File: src/rtl/callret_pkg.sv
package callret_pkg;
  localparam int DATA_W = 8;
  localparam int ADDR_W = 2 * DATA_W;

  typedef logic [DATA_W-1:0] byte_t;
  typedef logic [ADDR_W-1:0] addr_t;

  localparam byte_t OP_JMP  = 8'h4C;
  localparam byte_t OP_CALL = 8'h20;
  localparam byte_t OP_RET  = 8'h60;

  typedef enum logic [3:0] {
    S_FETCH,
    S_JLO, S_JHI,
    S_CLO, S_CHI_A, S_CINT, S_CPH, S_CPL, S_CHI,
    S_RDUM, S_RINC, S_RPLO, S_RPHI, S_RFIX,
    S_HALT
  } state_e;
endpackage

File: src/rtl/callret_ctl.sv
module callret_ctl
  import callret_pkg::*;
#(
  parameter bit OPERAND_FIRST = 1'b0
) (
  input  logic   clk_i,
  input  logic   rst_ni,
  input  byte_t  rdata_i,
  output state_e state_o
);
  state_e state_q, state_d;

  always_comb begin
    state_d = state_q;
    case (state_q)
      S_FETCH: begin
        if (rdata_i == OP_JMP)       state_d = S_JLO;
        else if (rdata_i == OP_CALL) state_d = S_CLO;
        else if (rdata_i == OP_RET)  state_d = S_RDUM;
        else                         state_d = S_HALT;
      end
      S_JLO:   state_d = S_JHI;
      S_JHI:   state_d = S_FETCH;
      S_CLO:   state_d = OPERAND_FIRST ? S_CHI_A : S_CINT;
      S_CHI_A: state_d = S_CINT;
      S_CINT:  state_d = S_CPH;
      S_CPH:   state_d = S_CPL;
      S_CPL:   state_d = OPERAND_FIRST ? S_FETCH : S_CHI;
      S_CHI:   state_d = S_FETCH;
      S_RDUM:  state_d = S_RINC;
      S_RINC:  state_d = S_RPLO;
      S_RPLO:  state_d = S_RPHI;
      S_RPHI:  state_d = S_RFIX;
      S_RFIX:  state_d = S_FETCH;
      default: state_d = S_HALT;
    endcase
  end

  always_ff @(posedge clk_i or negedge rst_ni) begin
    if (!rst_ni) state_q <= S_FETCH;
    else         state_q <= state_d;
  end

  assign state_o = state_q;
endmodule

File: src/rtl/callret_dp.sv
module callret_dp
  import callret_pkg::*;
#(
  parameter bit    OPERAND_FIRST = 1'b0,
  parameter addr_t RESET_PC      = 16'h0100,
  parameter byte_t RESET_SP      = 8'hFF,
  parameter byte_t STACK_PAGE    = 8'h01
) (
  input  logic   clk_i,
  input  logic   rst_ni,
  input  state_e state_i,
  input  byte_t  rdata_i,
  output addr_t  addr_o,
  output byte_t  wdata_o,
  output logic   we_o,
  output addr_t  pc_o,
  output byte_t  sp_o
);
  addr_t pc_q;
  byte_t sp_q;   // also parks the call target low byte (legacy order)
  byte_t alu_q;  // real stack pointer travels here during a call
  byte_t lo_q;
  byte_t hi_q;

  // Operand-first ordering needs a holding register for the high byte.
  generate
    if (OPERAND_FIRST) begin : g_hi_reg
      always_ff @(posedge clk_i or negedge rst_ni) begin
        if (!rst_ni)                hi_q <= '0;
        else if (state_i == S_CHI_A) hi_q <= rdata_i;
      end
    end else begin : g_no_hi
      assign hi_q = '0;
    end
  endgenerate

  always_comb begin
    addr_o  = pc_q;
    we_o    = 1'b0;
    wdata_o = pc_q[DATA_W-1:0];
    case (state_i)
      S_CINT: addr_o = {STACK_PAGE, alu_q};
      S_CPH: begin
        addr_o  = {STACK_PAGE, alu_q};
        we_o    = 1'b1;
        wdata_o = pc_q[ADDR_W-1:DATA_W];
      end
      S_CPL: begin
        addr_o  = {STACK_PAGE, alu_q};
        we_o    = 1'b1;
        wdata_o = pc_q[DATA_W-1:0];
      end
      S_RINC, S_RPLO, S_RPHI: addr_o = {STACK_PAGE, sp_q};
      default: ;
    endcase
  end

  always_ff @(posedge clk_i or negedge rst_ni) begin
    if (!rst_ni) begin
      pc_q  <= RESET_PC;
      sp_q  <= RESET_SP;
      alu_q <= '0;
      lo_q  <= '0;
    end else begin
      case (state_i)
        S_FETCH: pc_q <= pc_q + 1'b1;
        S_JLO: begin
          lo_q <= rdata_i;
          pc_q <= pc_q + 1'b1;
        end
        S_JHI: pc_q <= {rdata_i, lo_q};
        S_CLO: begin
          sp_q  <= rdata_i;
          alu_q <= sp_q;
          pc_q  <= pc_q + 1'b1;
        end
        S_CPH: alu_q <= alu_q - 1'b1;
        S_CPL: begin
          alu_q <= alu_q - 1'b1;
          if (OPERAND_FIRST) begin
            pc_q <= {hi_q, sp_q};
            sp_q <= alu_q - 1'b1;
          end
        end
        S_CHI: begin
          pc_q <= {rdata_i, sp_q};
          sp_q <= alu_q;
        end
        S_RINC: sp_q <= sp_q + 1'b1;
        S_RPLO: begin
          lo_q <= rdata_i;
          sp_q <= sp_q + 1'b1;
        end
        S_RPHI: pc_q <= {rdata_i, lo_q};
        S_RFIX: pc_q <= pc_q + 1'b1;
        default: ;
      endcase
    end
  end

  assign pc_o = pc_q;
  assign sp_o = sp_q;
endmodule

File: src/rtl/callret_seq.sv
module callret_seq
  import callret_pkg::*;
#(
  parameter bit          OPERAND_FIRST = 1'b0,
  parameter logic [15:0] RESET_PC      = 16'h0100,
  parameter logic [7:0]  RESET_SP      = 8'hFF,
  parameter logic [7:0]  STACK_PAGE    = 8'h01
) (
  input  logic        clk_i,
  input  logic        rst_ni,
  output logic [15:0] bus_addr_o,
  input  logic [7:0]  bus_rdata_i,
  output logic [7:0]  bus_wdata_o,
  output logic        bus_we_o,
  output logic [15:0] pc_o,
  output logic [7:0]  sp_o,
  output logic        insn_start_o,
  output logic        halt_o
);
  state_e state;

  callret_ctl #(.OPERAND_FIRST(OPERAND_FIRST)) u_ctl (
    .clk_i   (clk_i),
    .rst_ni  (rst_ni),
    .rdata_i (bus_rdata_i),
    .state_o (state)
  );

  callret_dp #(
    .OPERAND_FIRST (OPERAND_FIRST),
    .RESET_PC      (RESET_PC),
    .RESET_SP      (RESET_SP),
    .STACK_PAGE    (STACK_PAGE)
  ) u_dp (
    .clk_i   (clk_i),
    .rst_ni  (rst_ni),
    .state_i (state),
    .rdata_i (bus_rdata_i),
    .addr_o  (bus_addr_o),
    .wdata_o (bus_wdata_o),
    .we_o    (bus_we_o),
    .pc_o    (pc_o),
    .sp_o    (sp_o)
  );

  assign insn_start_o = (state == S_FETCH);
  assign halt_o       = (state == S_HALT);
endmodule

File: config.mk
export PLATFORM = sky130hd
export DESIGN_NAME = callret_seq
export DESIGN_NICKNAME = d
export VERILOG_FILES = /design/src/rtl/callret_pkg.sv /design/src/rtl/callret_ctl.sv /design/src/rtl/callret_dp.sv /design/src/rtl/callret_seq.sv
export SDC_FILE = /design/constraint.sdc
export NUM_CORES = 1
export LEC_CHECK = 0
export CAP_MARGIN = 25
export CORE_AREA = 2 2 111 113
export CTS_CLUSTER_SIZE = 28
export DETAILED_ROUTE_END_ITERATION = 12
export DIE_AREA = 0 0 113 115
export DONT_BUFFER_PORTS = 1
export HOLD_SLACK_MARGIN = 0.15
export PLACE_DENSITY = 0.37
export SLEW_MARGIN = 20
export SYNTH_ARGS = -nofsm -noshare
export SYNTH_HDL_FRONTEND = slang
export SYNTH_SLANG_ARGS = --single-unit
File: constraint.sdc
create_clock -name clk_i -period 2.36 [get_ports clk_i]
set_clock_uncertainty 0.15 [all_clocks]
set_input_delay 0.118 -clock clk_i [delete_from_list [all_inputs] [get_ports clk_i]]
set_output_delay 0.118 -clock clk_i [all_outputs]
set_load 0.02 [all_outputs]
==> impl_results.html <==
<table>
<tr><th>Metric</th><th>Value</th></tr>
<tr><th colspan="2">CTS</th></tr>
<tr><td>Clk pin slew, worst setup/hold paths</td><td>70 ps</td></tr>
<tr><td>Clock Latency Late Sink</td><td>approximately 300 ps</td></tr>
<tr><td>Number of buffers created by CTS</td><td>5</td></tr>
<tr><td>Clock tree from TritonCTS</td><td>built</td></tr>
<tr><td>CTS max path bufs</td><td>2</td></tr>
<tr><td>Setup Buffers After CTS</td><td>0</td></tr>
<tr><td>CTS HTree Levels</td><td>2</td></tr>
<tr><td>Clock sink count</td><td>44</td></tr>
<tr><td>Cell chosen for the clock root</td><td>clkbuf_16</td></tr>
<tr><th colspan="2">Synth</th></tr>
<tr><td>Synthesized netlist net count</td><td>slightly below 400</td></tr>
<tr><td>Cell types occupying the most area after synthesis</td><td>dfrtp_1 (28%), dfstp_2 (7.6%), nand2_1 (5.6%)</td></tr>
<tr><td>Proportion of netlist area held by the largest area contributor</td><td>around 28%</td></tr>
<tr><td>Most instantiated cells after synthesis</td><td>nand2_1 (46), nor2_1 (38), dfrtp_1 (35)</td></tr>
<tr><td>Predominant post-synthesis flop cell</td><td>dfrtp_1</td></tr>
<tr><td>Top-count cell post-synth</td><td>nand2_1</td></tr>
<tr><td>Cell area after technology mapping</td><td>slightly above 3000 um2</td></tr>
<tr><td>Cell type with the largest total area after synthesis</td><td>dfrtp_1</td></tr>
<tr><td>Number of standard cells after synthesis</td><td>around 380</td></tr>
<tr><td>Synthesized flop and latch total</td><td>44</td></tr>
<tr><td>Sequential-to-total area share from yosys stat</td><td>a little over a third</td></tr>
<tr><td>Number of distinct library cells after synthesis</td><td>between 50 and 60</td></tr>
<tr><td>Yosys Warn Count</td><td>0</td></tr>
<tr><td>Async S/R FF share, synth</td><td>100%</td></tr>
<tr><td>Synth Area per Inst</td><td>just over 8 um2</td></tr>
<tr><td>Post-synth EDFFs</td><td>0</td></tr>
<tr><th colspan="2">Critical path</th></tr>
<tr><td>Worst r2r path cells</td><td>7</td></tr>
<tr><td>Critical setup path kind</td><td>input pin to register</td></tr>
<tr><td>CP Data Arrival Time</td><td>2300 ps</td></tr>
<tr><td>Critical path required time</td><td>2380 ps</td></tr>
<tr><td>Top fanout value on the critical path</td><td>5</td></tr>
<tr><td>Critical Path Source Type</td><td>input pin</td></tr>
<tr><td>Endpoint kind of the worst setup timing path</td><td>register</td></tr>
<tr><th colspan="2">Pwr</th></tr>
<tr><td>Relative contribution of combinational cells to total power</td><td>between 60% and 70%</td></tr>
<tr><td>Leakage power</td><td>approximately 1.5 nW</td></tr>
<tr><td>IR Drop Worst-Case VDD</td><td>405 uV</td></tr>
<tr><td>Net switching fraction of the power</td><td>~53%</td></tr>
<tr><td>Cell internal power dissipation</td><td>3.23 mW</td></tr>
<tr><td>Clk network pwr share</td><td>around 11%</td></tr>
<tr><td>PD cells</td><td>1830 nW/um2</td></tr>
<tr><td>Total chip power</td><td>6.89 mW</td></tr>
<tr><td>Register share of total power</td><td>26.4%</td></tr>
<tr><td>Power spent charging and discharging nets</td><td>3.65 mW</td></tr>
<tr><th colspan="2">Final layout</th></tr>
<tr><td>Inserted Diodes</td><td>0</td></tr>
<tr><td>Layout fillers</td><td>1272</td></tr>
<tr><td>Layout cell share with drive strength beyond 1</td><td>between 10% and 20%</td></tr>
<tr><td>Area growth from synthesis to layout</td><td>21.9%</td></tr>
<tr><td>Final-stage net count</td><td>423</td></tr>
<tr><th colspan="2">Die</th></tr>
<tr><td>Placement row count</td><td>40</td></tr>
<tr><td>I/O pin count</td><td>61</td></tr>
<tr><td>Floorplan core area</td><td>between 10000 and 15000 um2</td></tr>
<tr><td>Horizontal extent of the die</td><td>approximately 110 um</td></tr>
<tr><td>Starting density of the core</td><td>between 20% and 30%</td></tr>
<tr><td>Die area</td><td>~13000 um2</td></tr>
<tr><td>Die Span Y</td><td>around 120 um</td></tr>
<tr><th colspan="2">Placement</th></tr>
<tr><td>HPWL after detailed placement</td><td>8800 um</td></tr>
<tr><td>Worst slack at placement</td><td>238 ps</td></tr>
<tr><td>Input/output buffers</td><td>0</td></tr>
<tr><td>Routability Congestion</td><td>0.804</td></tr>
<tr><th colspan="2">Route</th></tr>
<tr><td>Overall via count from detail_route</td><td>around 3k</td></tr>
<tr><td>Initial drt markers</td><td>approximately 180</td></tr>
<tr><td>DRC violations left</td><td>6</td></tr>
<tr><td>Routed WL per cell</td><td>around 21 um</td></tr>
<tr><td>First-pass iteration count of the detailed router</td><td>10</td></tr>
<tr><td>ANT nets after route</td><td>0</td></tr>
<tr><td>Sum of routed wire length over all layers</td><td>around 12000 um</td></tr>
<tr><td>Vias per Instance</td><td>roughly 5.4</td></tr>
<tr><th colspan="2">Timing</th></tr>
<tr><td>RSZ-0062 raised after global routing</td><td>false</td></tr>
<tr><td>Number of failing setup endpoints in the final timing report</td><td>0</td></tr>
<tr><td>Final worst-path cycle share</td><td>just under 100%</td></tr>
<tr><td>Count of endpoints failing hold in the final timing report</td><td>0</td></tr>
<tr><td>Tightest Pin Transition</td><td>just under 600 ps</td></tr>
<tr><td>Number of pins with negative max-slew slack in the final report</td><td>0</td></tr>
<tr><td>Final TNS setup</td><td>0 ps</td></tr>
<tr><td>Tightest slew margin relative to the limit</td><td>about three fifths</td></tr>
<tr><td>Minimum period implied by the final worst setup slack</td><td>between 2000 and 2500 ps</td></tr>
<tr><td>Post-layout worst setup margin</td><td>around 76 ps</td></tr>
<tr><td>Fmax</td><td>around 440 MHz</td></tr>
<tr><td>Hold slack final</td><td>between 150 and 200 ps</td></tr>
<tr><th colspan="2">Run</th></tr>
<tr><td>Total of max-cap violations</td><td>0</td></tr>
<tr><th colspan="2">Global routing</th></tr>
<tr><td>Pin count of the biggest net entering global routing</td><td>between 40 and 50</td></tr>
<tr><td>Global-route wire length before repair</td><td>17900 um</td></tr>
<tr><td>Antenna violations before repair</td><td>0</td></tr>
<tr><td>Overflow after GRT</td><td>0</td></tr>
<tr><td>Via count of the first global-routing pass</td><td>around 3k</td></tr>
<tr><td>Overall Global Routing Usage</td><td>between 10% and 20%</td></tr>
<tr><th colspan="2">Run status</th></tr>
<tr><td>Violations in the final reports</td><td>design-rule violations</td></tr>
<tr><td>Status</td><td>complete, but fails checks</td></tr>
<tr><th colspan="2">Hold path</th></tr>
<tr><td>Worst min-delay path category</td><td>input pin to async pin</td></tr>
</table>
## logic make-up after synthesis
group | Yosys count | synth area share, %
flip-flops | 44 | 36.0
AO/OA/AOI/OAI | 119 | 25.2
AND/OR/NAND/NOR | 157 | 26.0
multiplexers | 15 | 5.46
adder cells (fa/ha/maj) | 3 | 1.21
XOR/XNOR | 3 | 0.850
buffers and inverters | 38 | 5.30
## worst max-delay path, cell delays in order
cell	delay, ps
dlygate4sd3_1	740
or3b_1	400
or4_1	540
and2_1	230
o21ai_1	130
o311ai_1	130
## registers in the layout (all words and copies together), names as in the netlist
| register | flops |
|---|---|
| u_dp.pc_o | 16 |
| u_dp.alu_q | 8 |
| u_dp.lo_q | 8 |
| u_dp.sp_o | 8 |
| u_ctl.state_o | 4 |
## path summary, 6_finish.rpt
check	startpoint	to	slack [ps]
setup / recovery	bus_rdata_i[6]	u_ctl.state_o[1]	80
min in group clk_i	bus_rdata_i[5]	u_ctl.state_o[0]	160
hold / removal	rst_ni	u_dp.pc_o[15]	160
max in group asynchronous	rst_ni	u_dp.sp_o[3]	1590
setup reg to reg	u_ctl.state_o[0]	u_dp.pc_o[3]	260
hold reg to reg	u_dp.lo_q[7]	u_dp.lo_q[7]	350
## through the flow
stage | area, um2 | utilization, % | cells
after floorplan | 3090 | - | 379
after global placement | 3480 | 29.4 | 540
after detailed placement | 3480 | 29.4 | 540
after CTS | 3750 | 31.8 | 558
after global routing | 3770 | 31.9 | 558
final | 3770 | 31.9 | 558
## what timing repair did
action,CTS,global route
gates resized for setup,4,5
endpoints found under the setup margin,19,12
hold endpoints to repair,72,0
hold buffers,10,0
## cell type report
| class | count | area (um2) | share of cell area, % |
|---|---|---|---|
| clock inverter | 2 | 10.0 | 0.266 |
| clock buffer | 6 | 139 | 3.68 |
| multi-input combinational | 297 | 1840 | 48.8 |
| inverter | 14 | 52.6 | 1.39 |
| timing repair buffer | 48 | 428 | 11.4 |
| tap | 147 | 184 | 4.88 |
| sequential | 44 | 1120 | 29.6 |
## layer usage
layer / global-route usage (%) / wire [um] / vias up
met3: 2.90 / 453 / 10
met4: 6.18 / 184 / 0
met5: 0 / 0 / -
li1: - / - / 1449
met1: 23.2 / 5200 / 1474
met2: 31.8 / 5790 / 66
## power by group through the flow
stage                     Clock, mW  Sequential, mW  Combinational, mW
after global routing          0.804            1.88               4.72
after floorplan                   0            1.81               2.93
after global placement            0            1.83               4.28
after detailed placement          0            1.82               4.26
final                         0.744            1.82               4.32
after CTS                     0.768            1.81               4.35
## cell usage in the layout, fill, tap and decap left out, types with 3 or more instances in the layout
master and instances:
nand2_1 46, nor2_1 37, buf_4 36, dfrtp_1 32
o21ai_1 27, a21oi_1 21, nor3_1 14, nand3_1 14
inv_1 13, o21ai_0 12, a22oi_1 9, and2_1 9
dlygate4sd3_1 9, dfstp_2 9, a221o_1 8, mux2_1 8
mux2_2 7, a221oi_1 7, clkbuf_16 5, nand2b_1 4
nor2b_1 4, a2bb2oi_1 4, a31oi_1 4, o211ai_1 4
nor2_4 3, nand4_1 3, a21o_1 3, o311ai_1 3
and3_1 3, o22ai_1 3, o21a_1 3, ha_1 3
dfrtp_2 3
Power figures use the tool's default switching activity.
